[src/rtl/burst_addr_seq_pkg.sv]
package burst_addr_seq_pkg;
    typedef enum logic [1:0] {
        ACT_HOLD  = 2'd0,
        ACT_LOAD  = 2'd1,
        ACT_DESEL = 2'd2,
        ACT_STEP  = 2'd3
    } seq_act_e;
endpackage

[src/rtl/burst_seq_decode.sv]
module burst_seq_decode
    import burst_addr_seq_pkg::*;
(
    input  logic     strobe_pri,
    input  logic     strobe_sec,
    input  logic     en_all,
    input  logic     active,
    input  logic     adv,
    output seq_act_e act
);
    // Primary strobe is examined first; it decides alone when present.
    always_comb begin
        if (strobe_pri) begin
            act = en_all ? ACT_LOAD : ACT_DESEL;
        end else if (strobe_sec && en_all) begin
            act = ACT_LOAD;
        end else if (active && adv) begin
            act = ACT_STEP;
        end else begin
            act = ACT_HOLD;
        end
    end
endmodule

[src/rtl/burst_low_order.sv]
module burst_low_order #(
    parameter int BEAT_W = 2
) (
    input  logic [BEAT_W-1:0] start,
    input  logic [BEAT_W-1:0] count,
    input  logic              lin,
    output logic [BEAT_W-1:0] low
);
    logic [BEAT_W-1:0] lin_low;
    logic [BEAT_W-1:0] ilv_low;

    // Sum truncated to BEAT_W bits: wraps inside the burst, no carry out.
    assign lin_low = start + count;

    genvar gi;
    generate
        for (gi = 0; gi < BEAT_W; gi++) begin : g_ilv
            assign ilv_low[gi] = start[gi] ^ count[gi];
        end
    endgenerate

    assign low = lin ? lin_low : ilv_low;
endmodule

[src/rtl/burst_addr_seq.sv]
module burst_addr_seq
    import burst_addr_seq_pkg::*;
#(
    parameter int ADDR_W = 20,
    parameter int BEAT_W = 2
) (
    input  logic              clk,
    input  logic              rst_n,
    input  logic              en_a,
    input  logic              en_b,
    input  logic              en_c,
    input  logic              strobe_pri,
    input  logic              strobe_sec,
    input  logic              adv,
    input  logic              order_lin,
    input  logic [ADDR_W-1:0] addr_i,
    output logic [ADDR_W-1:0] addr_o,
    output logic              burst_active
);
    typedef struct packed {
        logic [ADDR_W-1:0] base;
        logic [BEAT_W-1:0] beat;
        logic              lin;
        logic              active;
    } seq_st_t;

    seq_st_t  st_d, st_q;
    seq_act_e act;
    logic     en_all;
    logic [BEAT_W-1:0] low_bits;

    assign en_all = en_a & en_b & en_c;

    burst_seq_decode u_dec (
        .strobe_pri (strobe_pri),
        .strobe_sec (strobe_sec),
        .en_all     (en_all),
        .active     (st_q.active),
        .adv        (adv),
        .act        (act)
    );

    always_comb begin
        st_d = st_q;
        case (act)
            ACT_LOAD: begin
                st_d.base   = addr_i;
                st_d.beat   = '0;
                st_d.lin    = order_lin;
                st_d.active = 1'b1;
            end
            ACT_DESEL: st_d.active = 1'b0;
            ACT_STEP:  st_d.beat   = st_q.beat + 1'b1;
            default:   ;
        endcase
    end

    always_ff @(posedge clk) begin
        if (!rst_n) begin
            st_q <= '0;
        end else begin
            st_q <= st_d;
        end
    end

    burst_low_order #(.BEAT_W(BEAT_W)) u_low (
        .start (st_q.base[BEAT_W-1:0]),
        .count (st_q.beat),
        .lin   (st_q.lin),
        .low   (low_bits)
    );

    assign addr_o       = {st_q.base[ADDR_W-1:BEAT_W], low_bits};
    assign burst_active = st_q.active;
endmodule

[config.mk]
export PLATFORM = sky130hd
export DESIGN_NAME = burst_addr_seq
export DESIGN_NICKNAME = d
export VERILOG_FILES = /design/src/rtl/burst_addr_seq_pkg.sv /design/src/rtl/burst_seq_decode.sv /design/src/rtl/burst_low_order.sv /design/src/rtl/burst_addr_seq.sv
export SDC_FILE = /design/constraint.sdc
export NUM_CORES = 1
export LEC_CHECK = 0
export BUFFER_PORTS_ARGS = -buffer_cell sky130_fd_sc_hd__buf_4
export CELL_PAD_IN_SITES_DETAIL_PLACEMENT = 0
export CELL_PAD_IN_SITES_GLOBAL_PLACEMENT = 1
export CORE_UTILIZATION = 32
export DETAILED_ROUTE_END_ITERATION = 8
export PLACE_DENSITY = 0.8
export SLEW_MARGIN = 5
export SYNTH_ARGS = -nofsm -noshare
export SYNTH_HDL_FRONTEND = slang
export SYNTH_SLANG_ARGS = --single-unit
[constraint.sdc]
create_clock -name clk -period 1.21 [get_ports clk]
set_input_delay 0.1815 -clock clk [delete_from_list [all_inputs] [get_ports clk]]
set_output_delay 0.1815 -clock clk [all_outputs]
set_load 0.005 [all_outputs]
Yosys cells after proc, flatten, opt, wreduce, memory -nomap -nowiden
Cells that the tools add are included.
W data, S select, Z words.

storage, ports and cells
  bits of input ports = 29
  memories kept = 0
  ROM bits = 0
  output and inout port bits = 21
  RAM bits = 0
  bits in latches = 0
  bits in registers = 24

operators by class
  add/subtract/negate cells = 2
  multiplexer cells = 7
  multiply operators = 0
  equal/unequal tests = 3
  shift-type cells = 0
  divide/modulo/power cells = 0
  bitwise gates (word level) = 4
  reductions and logical operators = 4
  magnitude comparators = 0

operators with widths
  cell                   number
  $mux W2                5
  $eq A2 B2 Y1 const B   2
  $pmux W2 S2            1
  $reduce_bool A2 Y1     2
  $add A2 B1 Y2 const B  1
  $add A2 B2 Y2          1
  $and A1 B1 Y1          2
  $eq A2 B1 Y1 const B   1
  $logic_and A1 B1 Y1    2
  $pmux W1 S2            1
  $xor A1 B1 Y1          2

Depth between registers and ports, before layout
Gate-level depths: netlist of run 1.

  depth in word-level cells = 7
  mapped depth = 6
  depth with buffers taken out = 4

Hierarchy
A second synthesis of run 1 with hierarchy kept.

unflattened totals
  cell total of the unflattened synthesis = 114
  area, all modules = 1108.6 µm²

by module, submodules not included
  module            times used  cells an instance  area an instance (µm²)
  burst_addr_seq    1           105                1042.2
  burst_low_order   1           4                  33.8
  burst_seq_decode  1           5                  32.5

Worst setup path before layout of run 1
OpenSTA, ideal clock, no wires.

  kind = reg-to-reg
  start = register st_q, in the netlist burst_active
  end = register st_q[3] in the netlist's numbering
  setup slack = 0.185 ns
  data arrival time = 0.909 ns
  stages on the path, launching flop included = 5
  required time = 1.094 ns
  path through = dfxtp_1 nand2_1 a221oi_2 xor2_1 and3_1

between the ends
  word-level cells in the longest chain between the ends = 6
  elaborated cells between the ends (all ways) = 8
  classes of those cells = eq/ne (2); mux (4); reduce/logical (2)

RTL lines
  element                                                   line                    RTL
  start, declared                                           burst_addr_seq.sv:27    seq_st_t st_d, st_q;
  start signal, assigned                                    burst_addr_seq.sv:62    st_q <= st_d;
  $logic_and A1 B1 Y1 (*)                                   burst_seq_decode.sv:17  end else if (active && adv) begin
  $mux W2 (*)                                               burst_seq_decode.sv:17
  $mux W2 (*)                                               burst_seq_decode.sv:15  end else if (strobe_sec && en_all) begin
  $mux W2 (*)                                               burst_seq_decode.sv:13  if (strobe_pri) begin
  $eq A2 B2 Y1 / $eq A2 B1 Y1 (equally long branches)       burst_addr_seq.sv:45    case (act)
  $pmux W2 S2 / $reduce_bool A2 Y1 (equally long branches)  n/a

Mark *: on every way between the ends. The rest lies on a longest branch, timed or not.
A chain may end at the register's enable or synchronous reset.

Final worst setup path of run 1
  start = register st_q[2] in the netlist's numbering
  end = output port addr_o[1]

between the ends
  word-level cells in the longest chain between the ends = 2

RTL lines
  element        line                   RTL
  $add A2 B2 Y2  burst_low_order.sv:13  assign lin_low = start + count;
  $mux W2        burst_low_order.sv:22  assign low = lin ? lin_low : ilv_low;
  end, declared  burst_addr_seq.sv:17   output logic [ADDR_W-1:0] addr_o,

No other way between the ends.

==> out/qor.csv, run 1 <==
stage;metric;value;unit
sta;finalCriticalPeriod;1.32;ns
sta;finClkSkew;0.000460;ns
placed_design;dp_hpwl;1.69;mm
setup_path;crit_type;reg -> out;
die;dieWidth;61.2;µm
yosys;synthTopCellsByCount;nand2_1, dfxtp_1, a21boi_0, buf_4, a21boi_1;
clock_network;clkTransAtPathRegs;0.14;ns
clock_network;htree_levels;1;
drt;wl_per_cell;10.7;µm
yosys;seq_area_frac_synth;42.9;%
layout;drive_gt1_share;40.9;%
clock_network;cts_tree;done;
yosys;synth_edf_count;0;
placed_design;io_buffer_count;49;
layout;nFillCells;346;
sta;period_share;109;%
global_routing;antenna_found_initial;0;
yosys;synth_area;1120;µm²
global_routing;gr-total-overflow;0;
layout;nNetsFinal;195;
drt;drt-total-wl;2.25;mm
die;row_count;21;
sta;relSlewSlack;79.3;%
global_routing;grt_pass1_wl;3.56;mm
setup_path;cp.arrival;1.14;ns
run_status;failed_checks;setup timing;
sta;fmax;0.758;GHz
yosys;synth_area_leaders;dfxtp_1, nand2_1, a21boi_0;
drt;ant_nets;0;
clock_network;clk_path_buf_depth;2;
sta;setup_viol;1;
yosys;ys_ff_latch;24;
power;irDropWorstVdd;0.000431;V
die;start_util;33.6;%
global_routing;top_usage_layer;met2;
global_routing;grt_max_degree;25;
yosys;syn_area_per_cell;8.48;µm²
drt;vias_per_cell;4.41;
drt;drc;0;
sta;finalHoldViolations;0;
placed_design;place.gp.congestion;0.707;
clock_network;insertion_delay;0.30;ns
die;die_h;61.2;µm
die;design.portCount;50;
global_routing;use_met2;23.1;%
yosys;synth.most_common_cell;nand2_1;
die;fp.dieArea;3740;µm²
sta;tightestPinTransition;0.306;ns
setup_path;critPathLaunchType;flip-flop;
yosys;synth_top_area_share;42.9;%
global_routing;grt_pass1_vias;837;
global_routing;grt_use_met3;1.89;%
power;p_total;1.59;mW
worst_hold_path;min_path_type;in -> reg;
drt;vias;926;
layout;diodes;0;
yosys;synth_cells;132;
power;cellLeakagePower;0.635;nW
clock_network;clock_sinks;24;
clock_network;cts_buffers;3;
setup_path;critPathRequiredTime;1.03;ns
layout;final_util;44.5;%
yosys;yosysTopAreaCell;dfxtp_1;
sta;slew_viol_final;0;
layout;flow.area_growth_from_synthesis;32.7;%
setup_path;crit_fanout;2;
global_routing;grt_usage;12.9;%
drt;drt_iter0_drc;10;
yosys;ys_dominant_reg_cell;dfxtp_1;
setup_path;critPathCaptureType;primary output;
sta;setup_slack;-0.109;ns
yosys;ys_warn_count;0;
global_routing;grt_use_met1;14.9;%
run_status;status;finished with violations;
drt;dr.pass1.iters;4;
sta;rsz0062_at_grt;true;
clock_network;hold_buffers;0;
yosys;syn_nets;162;
power;powerDensity;1070;nW/µm²
die;core_area;3340;µm²
yosys;async_reset_ff_share;0;%
yosys;synth_cell_types;22;
sta;whs;0.0944;ns
clock_network;cts_root_buffer;clkbuf_4;
run;maxCapViolations;0;
report_power, final:
group	switching, mW	internal [mW]
Combinational	0.0702	0.115
Sequential	0.0125	0.812
Clock	0.241	0.335
Total	0.324	1.26
through the flow:
step	setup WS, ns	instance area [µm²]	cells	TNS [ns]
4_1_cts	-0.149	1490	210	-0.157
3_3_place_gp	0.0678	1390	205	0
6_report	-0.109	1490	210	-0.109
5_1_grt	-0.167	1490	210	-0.209
2_1_floorplan	0.185	1120	132	0
3_5_place_dp	0.0457	1390	205	0
layout by cell type, fill, tap and decap left out, drive strengths merged, types with 2 or more instances in the layout:
cell type	n
buf	53
nor2	3
xor2	2
a21boi	22
clkbuf	3
dfxtp	24
nand2	44
worst max-delay path: stages, from the launching register on:
cell,delay [ns]
dfxtp_2,0.38
ha_4,0.13
nand2_2,0.06
xnor2_2,0.13
buf_4,0.14
logic make-up (layout without fill, tap and decap cells):
logic type	count (synthesis)	after routing	share of synthesized area, %
compound gates	26	26	18.2
simple gates	52	52	19.0
buf+inv	26	58	16.4
xor+xnor	3	3	2.35
flops	24	24	42.9
fa+ha+maj	1	1	1.12
path summary, 6_finish.rpt:
kind / start / to / slack, ns / depth (start not counted)
hold reg to reg: addr_o[2] / addr_o[2] / 0.47 / 2
hold / removal: addr_i[1] / st_q[5] / 0.09 / 3
setup reg to reg: st_q[2] / st_q[3] / 0.11 / 5
setup / recovery: st_q[2] / addr_o[1] / -0.11 / 4
sequential cells by signal, summed over array words and instances (netlist names):
name and cells:
burst_active 1, addr_o 18, st_q 5
layout make-up:
class / instances / area [µm²] / area share (%)
multi-input combinational: 82 / 485 / 32.7
sequential: 24 / 485 / 32.7
inverter: 1 / 3.75 / 0.253
timing repair buffer: 53 / 402 / 27.0
clock buffer: 3 / 22.5 / 1.52
clock inverter: 1 / 30.0 / 2.02
tap: 46 / 57.6 / 3.87
metal layers:
| metal | vias up | wire length, µm |
|---|---|---|
| met5 | - | 0 |
| met4 | 0 | 23 |
| met3 | 2 | 69 |
| met2 | 17 | 1220 |
| met1 | 436 | 944 |
| li1 | 471 | - |
repair_timing:
item                                    CTS  global route
hold endpoints to repair                  0             0
cloned                                    0             0
endpoints found under the setup margin    2             2
buffers inserted                          1             0
pin swaps                                 1             2
gates resized for setup                   9             1
No activity file was read; power rests on OpenSTA's default activity.
==> inputs of run 2 (changes only) <==
clock period = 1.4 ns   (was 1.21 ns; I/O delays follow)
==> run 2 against run 1 <==
Against the previous run: the run now ends clean; worst hold slack better by 0.050 ns; clock-buffer cell count unchanged; critical endpoint unchanged; power down 28%; core utilization down 0.64 points; combinational power down 15%; highest routed layer unchanged.
==> out/qor.csv, run 2 (same netlist as run 1, synthesis figures left out) <==
stage;metric;value;unit
drt;ant_nets;0;
setup_path;slowest_stage;dfxtp_2;
die;design.portCount;50;
setup_path;crit_fanout;2;
run;maxCapViolations;0;
global_routing;grt_usage;11.9;%
die;fp.dieArea;3740;µm²
clock_network;clock_sinks;24;
clock_network;insertion_delay;0.29;ns
clock_network;clk_path_buf_depth;2;
sta;finClkSkew;0.000173;ns
global_routing;grt_use_met3;1.89;%
placed_design;io_buffer_count;49;
sta;finalCriticalPeriod;1.35;ns
drt;wl_per_cell;10.1;µm
global_routing;grt_use_met1;12.7;%
sta;slew_viol_final;0;
placed_design;placed_area;1400;µm²
clock_network;clkTransAtPathRegs;0.11;ns
sta;setup_slack;0.0464;ns
worst_hold_path;min_path_type;in -> reg;
layout;largest_reg_flops;18;
setup_path;crit_family;flip-flops;
clock_network;cts_buffers;3;
global_routing;gr-total-overflow;0;
placed_design;pre_cts_ws;0.213;ns
sta;fmax;0.739;GHz
die;die_h;61.2;µm
setup_path;cp.arrival;1.14;ns
global_routing;antenna_found_initial;0;
sta;tightestPinTransition;0.306;ns
setup_path;critPathBufInv;1;
die;start_util;33.6;%
sta;relSlewSlack;79.4;%
clock_network;cts_root_buffer;clkbuf_4;
setup_path;critPathCaptureType;primary output;
layout;nFillCells;347;
layout;drive_gt1_share;40.9;%
drt;drc;0;
placed_design;dp_hpwl;1.64;mm
placed_design;place.gp.congestion;0.710;
die;dieWidth;61.2;µm
setup_path;crit_type;reg -> out;
layout;final_cell_mix;buf_4, nand2_1, dfxtp_1;
sta;whs;0.144;ns
setup_path;critPathRequiredTime;1.19;ns
global_routing;use_met2;22.4;%
drt;vias_per_cell;4.27;
global_routing;grt_pass1_wl;3.24;mm
setup_path;path_cells;ha_4, nand2_4, xnor2_2, buf_4;
sta;rsz0062_at_grt;true;
clock_network;cts_tree;done;
layout;layout_commonest_cell;buf_4;
drt;dr.pass1.iters;4;
global_routing;grt_max_degree;25;
drt;vias;897;
global_routing;grt_pass1_vias;777;
layout;final_cell_area;1470;µm²
sta;finalHoldViolations;0;
drt;drt_iter0_drc;19;
global_routing;top_usage_layer;met2;
power;irDropWorstVdd;0.000280;V
layout;diodes;0;
sta;period_share;96.7;%
setup_path;slowest_delay;0.37;ns
clock_network;htree_levels;1;
layout;final_util;43.9;%
setup_path;critPathLaunchType;flip-flop;
die;core_area;3340;µm²
die;row_count;21;
sta;setup_viol;0;
drt;drt-total-wl;2.12;mm
layout;nNetsFinal;196;
layout;flow.area_growth_from_synthesis;30.8;%
power;cellLeakagePower;0.638;nW
power;powerDensity;784;nW/µm²
run_status;status;finished, final reports clean;
==> run 2: changes by cell type in the layout (fill, tap and decap cells not counted) <==
cell	before	now
buf_6	1	0
bufinv_16	1	0
nand2_2	1	0
buf_4	52	54
nand2_4	0	1
==> run 2: metrics by stage <==
step                instances  TNS [ns]  total power, mW
floorplan                 132         0            0.803
CTS                       210         0             1.18
detailed placement        206         0            0.886
global placement          206         0            0.883
global route              210   -0.0347             1.22
finish                    210         0             1.15
==> run 2: worst paths after layout <==
kind | start | to | slack, ns | cells after the start
worst min register to register | addr_o[9] | addr_o[9] | 0.47 | 2
worst min-delay path | addr_i[9] | addr_o[9] | 0.14 | 3
worst max-delay path | st_q[4] | addr_o[1] | 0.05 | 4
worst max register to register | st_q[2] | st_q[3] | 0.32 | 5
==> run 2: what timing repair did <==
| action | CTS | global route |
|---|---|---|
| hold buffers | 0 | 0 |
| buffers inserted | 1 | 0 |
| gates resized for setup | 1 | 9 |
| setup endpoints to repair | 1 | 1 |
| pin swaps | 0 | 3 |
==> run 2: report_power, final <==
part | switching [mW] | leakage [nW] | internal, mW | total, mW
Sequential | 0.0111 | 0.197 | 0.702 | 0.713
Clock | 0.177 | 0.0138 | 0.100 | 0.277
Combinational | 0.0589 | 0.428 | 0.0993 | 0.158
==> run 2: tightest hold or removal path, stage by stage <==
cell and delay, ns:
buf_4 0.11, nand2_1 0.04, a21boi_1 0.04
==> run 2: metal layers <==
metal  vias up  wire (µm)
met5         -          0
met4         0         25
met3         2         63
met2        15       1130
met1       408        896
li1        472          -
==> run 2: layout make-up <==
class	instances	area [µm²]	share of cell area, %
Clock buffer	3	22.5	1.54
Sequential cell	24	485	33.1
Multi-Input combinational cell	82	490	33.5
Timing Repair Buffer	54	405	27.7
Inverter	1	3.75	0.256
Tap cell	46	57.6	3.93
